==> src/rtl/bwd_pkg.sv <==
package bwd_pkg;

    typedef enum logic [1:0] {
        WD_LONG  = 2'b00,
        WD_MID   = 2'b01,
        WD_SHORT = 2'b10,
        WD_OFF   = 2'b11
    } wd_code_e;

    // Tick limit for a code; zero for the disabled code.
    function automatic int unsigned wd_limit(
        input wd_code_e    code,
        input int unsigned t_long,
        input int unsigned t_mid,
        input int unsigned t_short
    );
        case (code)
            WD_LONG:  return t_long;
            WD_MID:   return t_mid;
            WD_SHORT: return t_short;
            default:  return 0;
        endcase
    endfunction

endpackage

==> src/rtl/bwd_bus_monitor.sv <==
module bwd_bus_monitor (
    input  logic clk,
    input  logic rst_n,
    input  logic scl_i,
    input  logic sda_i,
    output logic kick_o
);
    typedef struct packed {
        logic scl_prev;
        logic sda_prev;
        logic armed;
        logic kick;
    } mon_t;

    mon_t st_d, st_q;
    logic start_c, stop_c;

    always_comb begin
        st_d          = st_q;
        start_c       = st_q.scl_prev & scl_i & st_q.sda_prev & ~sda_i;
        stop_c        = st_q.scl_prev & scl_i & ~st_q.sda_prev & sda_i;
        st_d.scl_prev = scl_i;
        st_d.sda_prev = sda_i;
        st_d.kick     = stop_c & st_q.armed;
        if (start_c) begin
            st_d.armed = 1'b1;
        end else if (stop_c) begin
            st_d.armed = 1'b0;
        end
    end

    always_ff @(posedge clk or negedge rst_n) begin
        if (!rst_n) begin
            st_q <= '{scl_prev: 1'b1, sda_prev: 1'b1, armed: 1'b0, kick: 1'b0};
        end else begin
            st_q <= st_d;
        end
    end

    assign kick_o = st_q.kick;

    // a start always leaves the monitor armed
    a_r6_start_arms: assert property (@(posedge clk) disable iff (!rst_n)
        start_c |=> st_q.armed);

    // a restart only follows a stop seen on the bus
    a_r5_kick_needs_stop: assert property (@(posedge clk) disable iff (!rst_n)
        st_q.kick |-> ($past(scl_i) && $past(sda_i) && !$past(st_q.sda_prev)));

endmodule

==> src/rtl/bwd_period_reg.sv <==
module bwd_period_reg
    import bwd_pkg::*;
#(
    parameter wd_code_e RESET_CODE = WD_LONG
) (
    input  logic     clk,
    input  logic     rst_n,
    input  logic     wr_en_i,
    input  logic [1:0] wr_code_i,
    input  logic     wp_i,
    output wd_code_e code_o,
    output logic     chg_o
);
    typedef struct packed {
        wd_code_e code;
        logic     chg;
    } preg_t;

    preg_t st_d, st_q;

    always_comb begin
        st_d     = st_q;
        st_d.chg = 1'b0;
        if (wr_en_i && !wp_i && (wd_code_e'(wr_code_i) != st_q.code)) begin
            st_d.code = wd_code_e'(wr_code_i);
            st_d.chg  = 1'b1;
        end
    end

    always_ff @(posedge clk or negedge rst_n) begin
        if (!rst_n) begin
            st_q <= '{code: RESET_CODE, chg: 1'b0};
        end else begin
            st_q <= st_d;
        end
    end

    assign code_o = st_q.code;
    assign chg_o  = st_q.chg;

    // protected code never moves
    a_r8_wp_freezes: assert property (@(posedge clk) disable iff (!rst_n)
        wp_i |=> $stable(st_q.code));

endmodule

==> src/rtl/bwd_counter.sv <==
module bwd_counter
    import bwd_pkg::*;
#(
    parameter int unsigned TICKS_LONG  = 1400,
    parameter int unsigned TICKS_MID   = 600,
    parameter int unsigned TICKS_SHORT = 200
) (
    input  logic     clk,
    input  logic     rst_n,
    input  wd_code_e code_i,
    input  logic     chg_i,
    input  logic     kick_i,
    input  logic     sys_rst_i,
    input  logic     tick_i,
    output logic     fire_o
);
    localparam int unsigned MAX_A  = (TICKS_LONG > TICKS_MID) ? TICKS_LONG : TICKS_MID;
    localparam int unsigned MAX_T  = (MAX_A > TICKS_SHORT) ? MAX_A : TICKS_SHORT;
    localparam int          CNT_W  = $clog2(MAX_T + 1);

    typedef struct packed {
        logic [CNT_W-1:0] cnt;
        logic             fire;
    } cnt_t;

    cnt_t             st_d, st_q;
    logic [CNT_W-1:0] limit_c;
    logic             restart_c;

    always_comb begin
        limit_c   = CNT_W'(wd_limit(code_i, TICKS_LONG, TICKS_MID, TICKS_SHORT));
        restart_c = sys_rst_i | kick_i | chg_i | (code_i == WD_OFF);
        st_d      = st_q;
        st_d.fire = 1'b0;
        if (restart_c) begin
            st_d.cnt = '0;
        end else if (tick_i) begin
            if (st_q.cnt == limit_c - CNT_W'(1)) begin
                st_d.cnt  = '0;
                st_d.fire = 1'b1;
            end else begin
                st_d.cnt = st_q.cnt + CNT_W'(1);
            end
        end
    end

    always_ff @(posedge clk or negedge rst_n) begin
        if (!rst_n) begin
            st_q <= '{cnt: '0, fire: 1'b0};
        end else begin
            st_q <= st_d;
        end
    end

    assign fire_o = st_q.fire;

    // the count stays below the selected limit
    a_r1_cnt_bound: assert property (@(posedge clk) disable iff (!rst_n)
        (!chg_i && code_i != WD_OFF) |-> (st_q.cnt < limit_c));

    // disabled code produces no pulse
    a_r2_off_silent: assert property (@(posedge clk) disable iff (!rst_n)
        (code_i == WD_OFF) |=> !st_q.fire);

    // single-cycle pulse (limits above one tick per cycle)
    a_r3_pulse_width: assert property (@(posedge clk) disable iff (!rst_n)
        st_q.fire |=> !st_q.fire);

    // a bus restart clears the count
    a_r4_kick_clears: assert property (@(posedge clk) disable iff (!rst_n)
        kick_i |=> (st_q.cnt == '0 && !st_q.fire));

    // a code change clears the count
    a_r9_chg_clears: assert property (@(posedge clk) disable iff (!rst_n)
        chg_i |=> (st_q.cnt == '0));

    // system reset holds the count at zero
    a_r10_sysrst_hold: assert property (@(posedge clk) disable iff (!rst_n)
        sys_rst_i |=> (st_q.cnt == '0 && !st_q.fire));

endmodule

==> src/rtl/bus_watchdog.sv <==
module bus_watchdog
    import bwd_pkg::*;
#(
    parameter int unsigned TICKS_LONG  = 1400,
    parameter int unsigned TICKS_MID   = 600,
    parameter int unsigned TICKS_SHORT = 200,
    parameter logic [1:0]  RESET_CODE  = 2'b00
) (
    input  logic       clk,
    input  logic       rst_n,
    input  logic       sys_rst,
    input  logic       ms_tick,
    input  logic       scl_in,
    input  logic       sda_in,
    input  logic       wr_en,
    input  logic [1:0] wr_code,
    input  logic       wr_protect,
    output logic [1:0] cfg_code,
    output logic       timeout
);
    wd_code_e code_w;
    logic     chg_w;
    logic     kick_w;

    bwd_bus_monitor u_mon (
        .clk    (clk),
        .rst_n  (rst_n),
        .scl_i  (scl_in),
        .sda_i  (sda_in),
        .kick_o (kick_w)
    );

    bwd_period_reg #(
        .RESET_CODE (wd_code_e'(RESET_CODE))
    ) u_preg (
        .clk       (clk),
        .rst_n     (rst_n),
        .wr_en_i   (wr_en),
        .wr_code_i (wr_code),
        .wp_i      (wr_protect),
        .code_o    (code_w),
        .chg_o     (chg_w)
    );

    bwd_counter #(
        .TICKS_LONG  (TICKS_LONG),
        .TICKS_MID   (TICKS_MID),
        .TICKS_SHORT (TICKS_SHORT)
    ) u_cnt (
        .clk       (clk),
        .rst_n     (rst_n),
        .code_i    (code_w),
        .chg_i     (chg_w),
        .kick_i    (kick_w),
        .sys_rst_i (sys_rst),
        .tick_i    (ms_tick),
        .fire_o    (timeout)
    );

    assign cfg_code = code_w;

endmodule

==> config.mk <==
export PLATFORM = sky130hd
export DESIGN_NAME = bus_watchdog
export DESIGN_NICKNAME = d
export VERILOG_FILES = /design/src/rtl/bwd_pkg.sv /design/src/rtl/bwd_bus_monitor.sv /design/src/rtl/bwd_period_reg.sv /design/src/rtl/bwd_counter.sv /design/src/rtl/bus_watchdog.sv
export SDC_FILE = /design/constraint.sdc
export NUM_CORES = 1
export LEC_CHECK = 0
export BUFFER_PORTS_ARGS = -buffer_cell sky130_fd_sc_hd__buf_4
export CAP_MARGIN = 25
export CORE_MARGIN = 8
export CORE_UTILIZATION = 50
export CTS_BUF_LIST = sky130_fd_sc_hd__clkbuf_4 sky130_fd_sc_hd__clkbuf_8
export CTS_CLUSTER_DIAMETER = 200
export DETAILED_ROUTE_END_ITERATION = 12
export PLACE_DENSITY = 0.71
export SYNTH_ARGS = -nofsm -noshare
export SYNTH_HDL_FRONTEND = slang
export SYNTH_SLANG_ARGS = --single-unit
==> constraint.sdc <==
create_clock -name clk -period 2.1 [get_ports clk]
set_input_delay 0.105 -clock clk [delete_from_list [all_inputs] [get_ports clk]]
set_output_delay 0.105 -clock clk [all_outputs]
set_load 0.02 [all_outputs]
==> impl_metrics.yaml <==
route:
  drt-total-wl_um: 2361
  drt_first_iter_violations: 16
  drc: 0
  via_per_inst: 5.558
  dr.pass1.iters: 4
  wl_per_cell_um: 15.33
  ant_nets: 0
  num_vias: 856
critical_path:
  r2r_slack_ps: 20
  worstPathCellList: "buf_6 > ha_4 > xor2_2 > nor4_2 > a31oi_2 > buf_4 > buf_4 > mux2_2"
  r2r-start: "u_preg.code_o[0]$_DFFE_PN0P_"
  cp-end-kind: "flop"
  r2r_cells: 8
  worst-path-max-fanout: 6
  critical_path.slowest_cell: "dfrtp_1"
  worstSetupStartpointType: "flop"
  cpMostUsedCell: "buf_4"
  critical_path_class: "flop to flop"
  timing.rr.end: "u_cnt.st_q[1]$_DFFE_PN0P_"
  cp.arrival_ps: 2270
  slowest_delay_ps: 440
  crit_required_ps: 2300
synthesis:
  synth_area_per_cell_um2: 10.12
  ys.warnings.count: 0
  syn_nets: 113
  synthFlopType: "dfrtp_1"
  yosysTopAreaCell: "dfrtp_1"
  async_flop_share_pct: 100.0
  netlist-cell-type-count: 27
  netlist_area_um2: 1002
  yosysTopAreaCellShare_pct: 42.45
  synthTopCellsByArea: "dfrtp_1 (42%), nand3_1 (5.5%), dfstp_2 (5.2%), ha_1 (5.0%), and3_1 (4.4%)"
  synth_edf_count: 0
  yosysSeqAreaShare_pct: 47.69
  ys_ff_latch: 19
  synth_cells: 99
flow_run:
  max_cap_viol_count: 0
sta:
  clock_skew_ps: 16.64
  whs_ps: 32.28
  slew_headroom_pct: 82.03
  worst_slew_pin_slew_ps: 267.3
  fin_crit_ps: 2075
  finalCritPeriodShare_pct: 98.82
  finalHoldViolations: 0
  rsz0062_at_grt: "true"
  max_freq_ghz: 0.4819
  setup_ws_ps: 24.72
  setup_viol: 0
  final-max-slew-violation-count: 0
power:
  power_uw: 790.6
  power_density_nw_per_um2: 593.3
  power_frac_seq_pct: 50.4
  power_frac_clock_pct: 25.1
  leakage_uw: 0.0006400
  power_frac_comb_pct: 24.5
  internal-power_uw: 556.7
  ir_worst_vdd_uv: 485.8
  power_switching_share_pct: 29.58
  switchingPower_uw: 233.9
floorplanning:
  io_pins: 13
  core_area_um2: 1922
  num_rows: 16
  die_w_um: 60.77
  start_util_pct: 52.15
  die-area_um2: 3693
  die_h_um: 60.77
layout:
  drive_gt1_share_pct: 35.43
  final_nets: 142
  final_common_cell: "buf_4"
  final_cell_mix: "buf_4 (23), dfrtp_1 (16), nand3_1 (11)"
  syn_to_final_growth_pct: 32.96
  diodes: 0
min_path:
  whs_endpoint: "u_preg.code_o[1]$_DFFE_PN0P_"
  hold_class: "primary input to flop"
  holdPathStages: 2
  hp-start: "wr_code[1]"
clock_network:
  cts_tree: "built"
  clk_pin_slew_ps: 130
  clk_latency_ps: 310
  cts_buffers: 3
  htree_num_levels: 1
  root_buffer: "clkbuf_4"
  cts_buffer_depth: 2
  cts.sinks: 19
global_route:
  grt_max_degree: 20
  grt_pass1_wl_um: 3422
  overflow: 0
  antenna_found_initial: 0
  grt_pass1_vias: 787
  grtUsageTotal_pct: 12.18
place:
  post-place-ws_ps: 56.71
  portBuffers: 12
  dp_hpwl_um: 1539
  gp_congestion: 0.7919
status:
  status: "finished, final reports clean"
## state kept, by name, indices dropped and copies added (netlist names)
name	flops
u_mon.st_q	3
u_mon.kick_o	1
u_preg.code_o	2
u_cnt.fire_o	1
u_preg.chg_o	1
u_cnt.st_q	11
## critical path, delay by kind of cell, from the launching register on
family	cells	cell delay [ps]
buffers and inverters	3	450
AOI/OAI and AO/OA	1	140
adders and majority gates	1	170
xor gates and xnor gates	1	180
and+or+nand+nor	1	310
DFF	1	440
muxes	1	250
## worst max path at each step
stage                                      start  slack (ps)                        end
floorplan           u_preg.code_o[0]$_DFFE_PN0P_          80  u_cnt.st_q[1]$_DFFE_PN0P_
global placement    u_preg.code_o[1]$_DFFE_PN0P_         110  u_cnt.st_q[5]$_DFFE_PN0P_
detailed placement  u_preg.code_o[0]$_DFFE_PN0P_          60  u_cnt.st_q[5]$_DFFE_PN0P_
CTS                 u_preg.code_o[0]$_DFFE_PN0P_          10  u_cnt.st_q[5]$_DFFE_PN0P_
global route        u_preg.code_o[0]$_DFFE_PN0P_         -40  u_cnt.st_q[1]$_DFFE_PN0P_
finish              u_preg.code_o[0]$_DFFE_PN0P_          20  u_cnt.st_q[1]$_DFFE_PN0P_
## cells in the mapped netlist, drive strengths merged (3+ instances only)
master / number
xor2: 5
nand2: 7
nor3b: 3
dfrtp: 17
nor2: 6
nor3: 3
ha: 4
a22o: 3
mux2: 3
a211o: 3
and3: 7
a21oi: 5
xnor2: 3
nand3: 11
## power groups by stage
stage / Sequential, uW / Combinational (uW) / Clock (uW)
after detailed placement: 401 / 144 / 0
after global routing: 401 / 212 / 218
final: 399 / 194 / 198
after floorplan: 408 / 73.3 / 0
after CTS: 394 / 149 / 202
after global placement: 399 / 139 / 0
## layout make-up
class,count,area (um2)
Clock buffer,3,22.52
Clock inverter,1,7.507
Fill cell,166,589.3
Inverter,2,7.507
Multi-Input combinational cell,75,568.0
Sequential cell,19,479.2
Tap cell,27,33.78
Timing Repair Buffer,27,214.0
## kinds of logic after synthesis
logic type      Yosys count  synth area share (%)
buf+inv                   5                 2.372
mux                       5                 5.368
flops                    19                 47.69
fa+ha+maj                 4                 4.994
xor+xnor                  8                 6.992
compound gates           13                 8.989
simple gates             45                 23.60
## layer usage
layer  share of wire, %  GRT usage [%]  vias to the layer above
met1                 45          15.24                      423
met4               0.59          2.990                        0
li1                   -              -                      413
met3                3.6          3.390                        2
met2                 51          20.06                       18
met5                  0              0                        -
## per-stage QoR
stage	TNS, ps	instances	instance area, um2	util, %
finish	0	154	1333	69.34
global route	-74.93	154	1333	69.34
CTS	0	149	1222	63.61
detailed placement	0	142	1162	60.48
global placement	0	142	1162	60.48
floorplan	0	99	1002	-
## timing repair
item | CTS | global route
hold buffers | 3 | 0
gates resized for setup | 0 | 15
setup buffers | 0 | 4
endpoints found under the setup margin | 0 | 2
endpoints found under the hold margin | 21 | 0
No activity file was read; power rests on OpenSTA's default activity.
